### src/rtl/nec_pkg.sv
package nec_pkg;

    localparam int RUN_TICK_W = 7;

    typedef struct packed {
        logic                  mark;
        logic [RUN_TICK_W-1:0] ticks;
    } run_byte_t;

    typedef enum logic [2:0] {
        S_LEAD_MARK  = 3'd0,
        S_LEAD_SPACE = 3'd1,
        S_BIT_MARK   = 3'd2,
        S_BIT_SPACE  = 3'd3,
        S_DONE       = 3'd4,
        S_ERROR      = 3'd5
    } dec_state_t;

endpackage

### src/rtl/nec_thresh.sv
// Threshold comparators applied to the accumulated run length.
module nec_thresh #(
    parameter int LEN_W          = 12,
    parameter int LEAD_MARK_MIN  = 80,
    parameter int LEAD_SPACE_MIN = 40,
    parameter int MARK_MAX       = 26,
    parameter int SPACE_MID      = 26,
    parameter int SPACE_MAX      = 53
) (
    input  logic [LEN_W-1:0] len,
    output logic             lead_mark_ok,
    output logic             lead_space_ok,
    output logic             mark_too_long,
    output logic             space_is_one,
    output logic             space_too_long
);
    assign lead_mark_ok   = len > LEN_W'(LEAD_MARK_MIN);
    assign lead_space_ok  = len > LEN_W'(LEAD_SPACE_MIN);
    assign mark_too_long  = len > LEN_W'(MARK_MAX);
    assign space_is_one   = len > LEN_W'(SPACE_MID);
    assign space_too_long = len > LEN_W'(SPACE_MAX);
endmodule

### src/rtl/nec_cmd_check.sv
// Command byte against its inverted copy; address bytes not inspected.
module nec_cmd_check #(
    parameter int CODE_W = 32
) (
    input  logic [CODE_W-1:0] code,
    output logic              match
);
    assign match = ((code[CODE_W-1 -: 8] ^ code[CODE_W-9 -: 8]) == 8'hFF);
endmodule

### src/rtl/nec_frame_decoder.sv
module nec_frame_decoder
    import nec_pkg::*;
#(
    parameter int CODE_W         = 32,
    parameter int LEN_W          = 12,
    parameter int ACTIVE_DELAY   = 128,
    parameter int LEAD_MARK_MIN  = 80,
    parameter int LEAD_SPACE_MIN = 40,
    parameter int MARK_MAX       = 26,
    parameter int SPACE_MID      = 26,
    parameter int SPACE_MAX      = 53
) (
    input  logic              clk,
    input  logic              rst,
    input  logic              in_valid,
    output logic              in_ready,
    input  logic [7:0]        in_byte,
    input  logic              pkt_end,
    output logic              out_valid,
    output logic [CODE_W-1:0] out_code,
    output logic              out_err,
    output logic              out_ok
);
    localparam int CNT_W = $clog2(CODE_W);
    localparam logic [CNT_W-1:0] LAST_BIT = CNT_W'(CODE_W - 1);
    localparam logic [LEN_W-1:0] LEN_INIT = LEN_W'(ACTIVE_DELAY / 2);

    dec_state_t        st, st_n;
    logic [LEN_W-1:0]  len, len_n;
    logic [CNT_W-1:0]  cnt, cnt_n;
    logic [CODE_W-1:0] code, code_n;
    logic              rdy;

    run_byte_t         rb;
    logic              take;
    logic [LEN_W:0]    sum_ext;
    logic [LEN_W-1:0]  sum, dur;
    logic              lead_mark_ok, lead_space_ok;
    logic              mark_too_long, space_is_one, space_too_long;
    logic              cmd_match;

    assign in_ready = rdy;
    assign rb       = run_byte_t'(in_byte);
    assign take     = in_valid && rdy;
    assign dur      = LEN_W'(rb.ticks);
    assign sum_ext  = {1'b0, len} + {1'b0, dur};
    assign sum      = sum_ext[LEN_W] ? '1 : sum_ext[LEN_W-1:0];

    nec_thresh #(
        .LEN_W(LEN_W), .LEAD_MARK_MIN(LEAD_MARK_MIN),
        .LEAD_SPACE_MIN(LEAD_SPACE_MIN), .MARK_MAX(MARK_MAX),
        .SPACE_MID(SPACE_MID), .SPACE_MAX(SPACE_MAX)
    ) u_thr (
        .len(len),
        .lead_mark_ok(lead_mark_ok),
        .lead_space_ok(lead_space_ok),
        .mark_too_long(mark_too_long),
        .space_is_one(space_is_one),
        .space_too_long(space_too_long)
    );

    nec_cmd_check #(.CODE_W(CODE_W)) u_chk_cmd (
        .code(code_n),
        .match(cmd_match)
    );

    // Next-state and datapath update for one accepted run byte.
    always_comb begin
        st_n   = st;
        len_n  = len;
        cnt_n  = cnt;
        code_n = code;
        if (take) begin
            unique case (st)
                S_LEAD_MARK: begin
                    if (rb.mark) begin
                        len_n = sum;
                    end else if (lead_mark_ok) begin
                        st_n  = S_LEAD_SPACE;
                        len_n = dur;
                    end else begin
                        len_n = '0;
                    end
                end
                S_LEAD_SPACE: begin
                    if (!rb.mark) begin
                        len_n = sum;
                    end else if (lead_space_ok) begin
                        st_n  = S_BIT_MARK;
                        len_n = dur;
                    end else begin
                        len_n = '0;
                    end
                end
                S_BIT_MARK: begin
                    if (rb.mark) begin
                        len_n = sum;
                    end else if (mark_too_long) begin
                        st_n = S_ERROR;
                    end else begin
                        st_n  = S_BIT_SPACE;
                        len_n = dur;
                    end
                end
                S_BIT_SPACE: begin
                    if (!rb.mark) begin
                        len_n = sum;
                    end else if (space_too_long) begin
                        st_n = S_ERROR;
                    end else begin
                        code_n[cnt] = space_is_one;
                        cnt_n       = cnt + 1'b1;
                        len_n       = dur;
                        st_n        = (cnt == LAST_BIT) ? S_DONE : S_BIT_MARK;
                    end
                end
                S_DONE, S_ERROR: begin
                end
                default: st_n = S_ERROR;
            endcase
        end
    end

    // State register.
    always_ff @(posedge clk) begin
        if (rst || pkt_end) begin
            st   <= S_LEAD_MARK;
            len  <= LEN_INIT;
            cnt  <= '0;
            code <= '0;
        end else begin
            st   <= st_n;
            len  <= len_n;
            cnt  <= cnt_n;
            code <= code_n;
        end
    end

    // Output register.
    always_ff @(posedge clk) begin
        if (rst) begin
            rdy       <= 1'b0;
            out_valid <= 1'b0;
            out_code  <= '0;
            out_err   <= 1'b0;
            out_ok    <= 1'b0;
        end else begin
            rdy       <= 1'b1;
            out_valid <= pkt_end;
            if (pkt_end) begin
                out_err  <= (st_n != S_DONE);
                out_code <= (st_n == S_DONE) ? code_n : '1;
                out_ok   <= (st_n == S_DONE) && cmd_match;
            end
        end
    end
endmodule

### config.mk
export PLATFORM = sky130hd
export DESIGN_NAME = nec_frame_decoder
export DESIGN_NICKNAME = d
export VERILOG_FILES = /design/src/rtl/nec_pkg.sv /design/src/rtl/nec_thresh.sv /design/src/rtl/nec_cmd_check.sv /design/src/rtl/nec_frame_decoder.sv
export SDC_FILE = /design/constraint.sdc
export NUM_CORES = 1
export LEC_CHECK = 0
export ABC_AREA = 1
export BUFFER_PORTS_ARGS = -buffer_cell sky130_fd_sc_hd__buf_2
export CORE_MARGIN = 3
export CORE_UTILIZATION = 65
export DETAILED_ROUTE_END_ITERATION = 16
export GPL_TIMING_DRIVEN = 0
export HOLD_SLACK_MARGIN = 0.12
export PLACE_DENSITY = 0.93
export SYNTH_ARGS = -nofsm -noshare
export SYNTH_HDL_FRONTEND = slang
export SYNTH_SLANG_ARGS = --single-unit
### constraint.sdc
create_clock -name clk -period 5.35 [get_ports clk]
set_input_delay 0.535 -clock clk [delete_from_list [all_inputs] [get_ports clk]]
set_output_delay 0.535 -clock clk [all_outputs]
set_load 0.02 [all_outputs]
==> results of run 1 <==
==> cell type report <==
cell class	count	area [sq um]	share of cell area
Inverter	94	355	0.0605
Tap cell	102	128	0.0217
Clock inverter	5	110	0.0188
Buffer	30	173	0.0294
Clock buffer	11	151	0.0258
Multi-Input combinational cell	562	2960	0.505
Sequential cell	88	1760	0.300
Timing Repair Buffer	46	230	0.0392
==> Yosys cell counts (7+ instances only) <==
master | n | area share
nand2_1 | 189 | 0.14
nand4_2 | 7 | 0.017
dfxtp_1 | 88 | 0.34
o21ai_1 | 12 | 0.011
ha_1 | 12 | 0.029
inv_1 | 86 | 0.061
o211ai_2 | 17 | 0.040
o211ai_1 | 13 | 0.019
nand3_1 | 37 | 0.035
nand4_1 | 14 | 0.017
nor3_1 | 8 | 0.0076
nor2_1 | 137 | 0.098
o21ai_0 | 32 | 0.030
clkbuf_1 | 15 | 0.011
a21oi_1 | 36 | 0.034
==> path summary, 6_finish.rpt <==
check,from,end
worst max-delay path,len[0]$_SDFFE_PP0P_,len[5]$_SDFFE_PP0P_
worst min-delay path,rst,in_ready$_DFF_P_
worst max register to register,len[0]$_SDFFE_PP0P_,len[5]$_SDFFE_PP0P_
worst min register to register,out_ok$_SDFFE_PP0P_,out_ok$_SDFFE_PP0P_
==> layer usage <==
metal / up-vias / routed length [microns]
li1: 2600 / -
met1: 2387 / 5510
met2: 245 / 6400
met3: 49 / 1120
met4: 0 / 440
met5: - / 0
==> cells in the final DEF, fill, tap and decap left out, drive strengths merged <==
cell type and count:
a21oi 36, a31oi 3, and2 1, buf 61
bufinv 3, clkbuf 26, clkinv 1, dfxtp 88
fa 1, ha 12, inv 95, nand2 197
nand3 44, nand3b 1, nand4 22, nor2 147
nor3 9, nor3b 1, o211ai 30, o21a 2
o21ai 47, o21bai 2, o221ai 1, or2 1
xnor2 2, xor2 3
==> through the flow <==
step / util / instance area (sq um) / worst slack (ps) / cells / hold WS [ps]
2_1_floorplan: - / 5250 / 3020 / 774 / 483
3_3_place_gp: 0.722 / 5610 / 2610 / 922 / 432
3_5_place_dp: 0.722 / 5610 / 2500 / 922 / 453
4_1_cts: 0.756 / 5870 / 2780 / 938 / 342
5_1_grt: 0.756 / 5870 / 2520 / 938 / 346
6_report: 0.756 / 5870 / 2740 / 938 / 352
==> power breakdown <==
part / switching [mW] / internal, mW / total (mW)
clock network: 0.245 / 0.341 / 0.586
logic: 0.125 / 0.0585 / 0.183
registers: 0.0136 / 0.677 / 0.690
total: 0.383 / 1.08 / 1.46
==> state kept, by name, indices dropped and copies added (netlist names) <==
signal	count
in_ready	1
st	3
out_valid	1
out_code	32
code	32
cnt	5
out_err	1
len	12
out_ok	1
==> cell families (layout without fill, tap and decap cells) <==
logic type	Yosys count	count (layout)	share of synthesized area
xor gates and xnor gates	5	5	0.00834
AOI/OAI and AO/OA	121	121	0.153
DFF	88	88	0.335
and+or+nand+nor	423	423	0.371
adders and majority gates	13	13	0.0324
buffers and inverters	124	186	0.101
==> worst reg2reg max path, cell delays in order (launching register included) <==
cell and delay (ps):
dfxtp_1 380, ha_1 230, fa_1 400, nand3_1 130, a31oi_1 110, nor2_1 170
o21ai_2 110, nand2_1 290, nand2_1 160, nand2_1 110, o21ai_0 120, nand3_1 100
nand2_1 50, nor2_1 90, nor2_1 50
==> flow_summary.toml, run 1 <==
[cts]
clock_tree.buffer_depth = 2
cts_hold_buf = 0
cts_num_sinks = 88
post-cts-setup-buffers = 0
cts_root_buffer = "clkbuf_8"
cts_inserted_buffers = 9
worst_skew_pair.late_latency_ps = 360
clkSlewWorstSetupHoldPaths_ps = 90
cts-htree-levels = 3
cts_resized = 0
tritoncts = "yes"

[grt]
global_route.peak_usage_layer = "met2"
global_route.overflow_total = 0
global_route.usage.met2 = 0.510
wire_length_of_the_first_global_routing_pass_microns = 21700
grt_pass1_vias = 4949
grtUsageMet3 = 0.0579
grt_start_max_net_pins = 16
globalRouteMet1Util = 0.362
globalRouteTotalUtil = 0.300
number_of_antenna_violations_at_the_first_check_in_global_routing = 0

[pwr]
total_leakage_power_nw = 2.76
p_per_area_mw_per_mm2 = 248
peakVddDrop_uv = 213
p_total_mw = 1.46

[detailed_routing]
vias = 5281
drt-wirelength-per-cell_microns = 14.4
detailedRoute.firstPassIterationCount = 8
antenna_violating_nets_post_route = 0
drt_iter0_markers = 364
avgViaCountPerCell = 5.63
drc = 0
routed_wl_microns = 13500

[worst_setup_path]
reg2reg_setup_slack_ps = 2740
worst-path-max-fanout = 10
critical_path.startpoint_type = "flip-flop"
critical_path.cell_chain = "ha_1, fa_1, nand3_1, a31oi_1, nor2_1, o21ai_2, nand2_1, nand2_1, nand2_1, o21ai_0, nand3_1, nand2_1, nor2_1, nor2_1"
timing_worst_setup_path_type = "reg2reg"
critPathTopFamily = "simple AND/OR/NAND/NOR gates"
crit_path_frequent_cell = "nand2_1"
timing.critical_path.depth = 14
endpoint_kind = "flip-flop"
worst-r2r-cell-count = 14
worst_path_largest_cell_delay_ps = 400
worstPathBufferInverterCount = 0
worstPathArrival_ps = 2870
critical-path-slowest-cell = "fa_1"
worst-endpoint-required_ps = 5610

[yosys]
ys.warnings.count = 0
avgSynthCellArea_sq_um = 6.79
number_of_enable_flip_flop_cells_after_synthesis = 0
synth.yosys.seq_area_share = 0.335
synth.net_count = 799
synth-main-ff-cell = "dfxtp_1"
syn_inst = 774
synthArstFlopShare = 0
syn-cell-area_sq_mm = 0.00525
yosys_register_bits = 88
yosys.cell_types.count = 46

[timing]
rsz0062_at_grt = "no"
max-slew-margin-rel = 0.414
hold_viol = 0
report.final.slew_viol_count = 0
worst_clock_skew_ps = 9.22
timing.final.crit_period_ps = 2610
min_period_over_period = 0.488
setup_viol = 0
fmax_mhz = 383
worst_pin_slew_ps = 873
fin_tns_setup_ps = 0

[job]
cap_viol_max_count = 0

[floorplanning]
placement_rows = 32
effective_utilization_at_floorplan = 0.676
die-width_microns = 95.9
floorplan.die_area_sq_mm = 0.00920
floorplan.core_area_sq_mm = 0.00777
fp.dieH_microns = 95.9
ioPinCount = 48

[final_layout]
final_layout_size_suffix_gt1_frac = 0.165
area_growth_syn_to_layout_pct = 11.8
n_fill_cell = 598
antenna_cells = 0
nNetsFinal = 856

[worst_hold_path]
timing.hold.worst_path_depth = 2
min_path_type = "in2reg"

[place]
buffer_ports.inserted = 46
post-dp-hpwl_microns = 9760
place.gp.congestion = 0.952

[status]
run_status = "finished, final reports clean"
Note: power is estimated with default switching activity, not from simulation.
==> inputs of run 2 (changes only) <==
--- a/config.mk
+++ b/config.mk
@@ -8,11 +8,11 @@
 export ABC_AREA = 1
 export BUFFER_PORTS_ARGS = -buffer_cell sky130_fd_sc_hd__buf_2
 export CORE_MARGIN = 3
-export CORE_UTILIZATION = 65
+export CORE_UTILIZATION = 54
 export DETAILED_ROUTE_END_ITERATION = 16
 export GPL_TIMING_DRIVEN = 0
 export HOLD_SLACK_MARGIN = 0.12
-export PLACE_DENSITY = 0.93
+export PLACE_DENSITY = 0.83
 export SYNTH_ARGS = -nofsm -noshare
 export SYNTH_HDL_FRONTEND = slang
 export SYNTH_SLANG_ARGS = --single-unit
==> constraint.sdc (replaced) <==
create_clock -name clk -period 2.2 [get_ports clk]
set_input_delay 0.22 -clock clk [delete_from_list [all_inputs] [get_ports clk]]
set_output_delay 0.22 -clock clk [all_outputs]
set_load 0.02 [all_outputs]
==> run 2 against run 1 <==
  * First-iteration DRC count fell by 13%
  * Global-route usage decreased by 7.9 points
  * Largest power group unchanged
  * Die area increased by 19%
  * Combinational power grew to 2.7 times the previous value
  * Critical path type unchanged
==> flow_summary.toml, run 2 (synthesized netlist as in run 1, its figures left out) <==
[status]
run_status = "finished, final reports clean"

[detailed_routing]
detailedRoute.firstPassIterationCount = 4
antenna_violating_nets_post_route = 0
vias = 5149
drt_iter0_markers = 317
drt-wirelength-per-cell_microns = 13.1
drc = 0
avgViaCountPerCell = 5.23
routed_wl_microns = 12900

[final_layout]
final_cell_area_sq_mm = 0.00629
n_fill_cell = 793
final_util = 0.674
nNetsFinal = 876
layout_top_registers = "code (32), out_code (32), len (12)"
layout.cells.most_common_list = "nand2_1, nor2_1, inv_1, dfxtp_1, buf_2"
area_growth_syn_to_layout_pct = 19.8
final_layout_size_suffix_gt1_frac = 0.227
layout.cells.most_common = "nand2_1"
antenna_cells = 0

[floorplanning]
ioPinCount = 48
placement_rows = 35
die-width_microns = 105
effective_utilization_at_floorplan = 0.563
fp.dieH_microns = 105
floorplan.die_area_sq_mm = 0.0109
floorplan.core_area_sq_mm = 0.00933

[timing]
fmax_mhz = 460
rsz0062_at_grt = "yes"
setup_viol = 0
worst_pin_slew_ps = 914
worst_clock_skew_ps = 9.19
report.final.slew_viol_count = 0
timing.final.crit_period_ps = 2180
hold_viol = 0
min_period_over_period = 0.989
max-slew-margin-rel = 0.386
post-route-worst-setup-slack_ps = 24.8
whs_ps = 219

[grt]
global_route.peak_usage_layer = "met2"
number_of_antenna_violations_at_the_first_check_in_global_routing = 0
grtUsageMet3 = 0.0414
wire_length_of_the_first_global_routing_pass_microns = 20200
grt_pass1_vias = 4331
grt_start_max_net_pins = 16
global_route.usage.met2 = 0.355
global_route.overflow_total = 0
globalRouteMet1Util = 0.304
globalRouteTotalUtil = 0.221

[pwr]
p_total_mw = 3.47
peakVddDrop_uv = 560
p_per_area_mw_per_mm2 = 552
total_leakage_power_nw = 2.92

[worst_setup_path]
timing_worst_setup_path_type = "reg2reg"
worst_setup_path_startpoint = "len[0]$_SDFFE_PP0P_"
r2r_start = "len[0]$_SDFFE_PP0P_"
critPathTopFamily = "simple AND/OR/NAND/NOR gates"
crit_path_frequent_cell = "nand2_1"
critical_path.cell_chain = "ha_4, fa_2, nand3_4, a31oi_4, nor2_4, o21ai_4, nand2_4, nand2_1, nand2_1, nand2_1, nand2_1, o21ai_0, nor2_1, nor2_1"
worstPathBufferInverterCount = 0
reg2reg_setup_slack_ps = 20
worst-r2r-cell-count = 14
worstPathArrival_ps = 2430
timing.critical_path.depth = 14
critical-path-slowest-cell = "fa_2"
endpoint_kind = "flip-flop"
critical_path.startpoint_type = "flip-flop"
critical_r2r_capture = "len[3]$_SDFFE_PP0P_"
worst_path_largest_cell_delay_ps = 410
worst-endpoint-required_ps = 2460
endpoint = "len[3]$_SDFFE_PP0P_"
worst-path-max-fanout = 8

[place]
detailedPlace.worstSlack_ps = -316
postPlaceCellArea_sq_mm = 0.00564
post-dp-hpwl_microns = 8960
buffer_ports.inserted = 46
place.gp.congestion = 0.897

[cts]
clock_tree.buffer_depth = 2
tritoncts = "yes"
cts_num_sinks = 88
cts-htree-levels = 3
worst_skew_pair.late_latency_ps = 370
cts_root_buffer = "clkbuf_8"
clkSlewWorstSetupHoldPaths_ps = 80
cts_inserted_buffers = 9

[worst_hold_path]
min_path_type = "in2reg"

[job]
cap_viol_max_count = 0
[run 2: repair_timing]
action	4_1_cts	5_1_grt
endpoints found under the hold margin	1	0
setup buffers	3	14
pin swaps	4	22
resized for setup	8	60
gates cloned	0	4
hold buffers	1	0
setup endpoints to repair	38	55
[run 2: worst min-delay path by stage]
stage | startpoint | endpoint | slack (ps) | cells past startpoint
2_1_floorplan | rst | in_ready$_DFF_P_ | 280 | 1
3_3_place_gp | rst | in_ready$_DFF_P_ | 420 | 2
3_5_place_dp | rst | in_ready$_DFF_P_ | 410 | 2
4_1_cts | pkt_end | out_valid$_SDFF_PP0_ | 220 | 3
5_1_grt | pkt_end | out_valid$_SDFF_PP0_ | 220 | 3
6_report | pkt_end | out_valid$_SDFF_PP0_ | 220 | 3
[run 2: tightest hold or removal path: stages]
cell	delay (ps)
buf_2	110
inv_1	50
nor2_1	120
[run 2: routing by layer]
layer / wire length (microns) / part of all wire
met4: 229 / 0.018
met1: 5950 / 0.46
met2: 5940 / 0.46
met3: 744 / 0.058
met5: 0 / 0
[run 2: layout make-up]
| type | instances | area, sq um | area share |
|---|---|---|---|
| tap | 129 | 161 | 0.0257 |
| sequential | 88 | 1790 | 0.284 |
| buffer | 28 | 171 | 0.0272 |
| multi-input combinational | 564 | 3150 | 0.501 |
| timing repair buffer | 66 | 420 | 0.0668 |
| clock buffer | 11 | 151 | 0.0241 |
| inverter | 94 | 360 | 0.0573 |
| clock inverter | 5 | 86.3 | 0.0137 |
[run 2: per-stage QoR]
| stage | TNS [ps] | std cells |
|---|---|---|
| final | 0 | 985 |
| after global routing | -1850 | 985 |
| after detailed placement | -2780 | 949 |
| after floorplan | 0 | 774 |
| after CTS | 0 | 969 |
| after global placement | -2420 | 949 |
[run 2: report_power, final]
group          switching (mW)  internal (mW)
clock                   0.604          0.710
sequential             0.0319           1.64
combinational           0.312          0.174
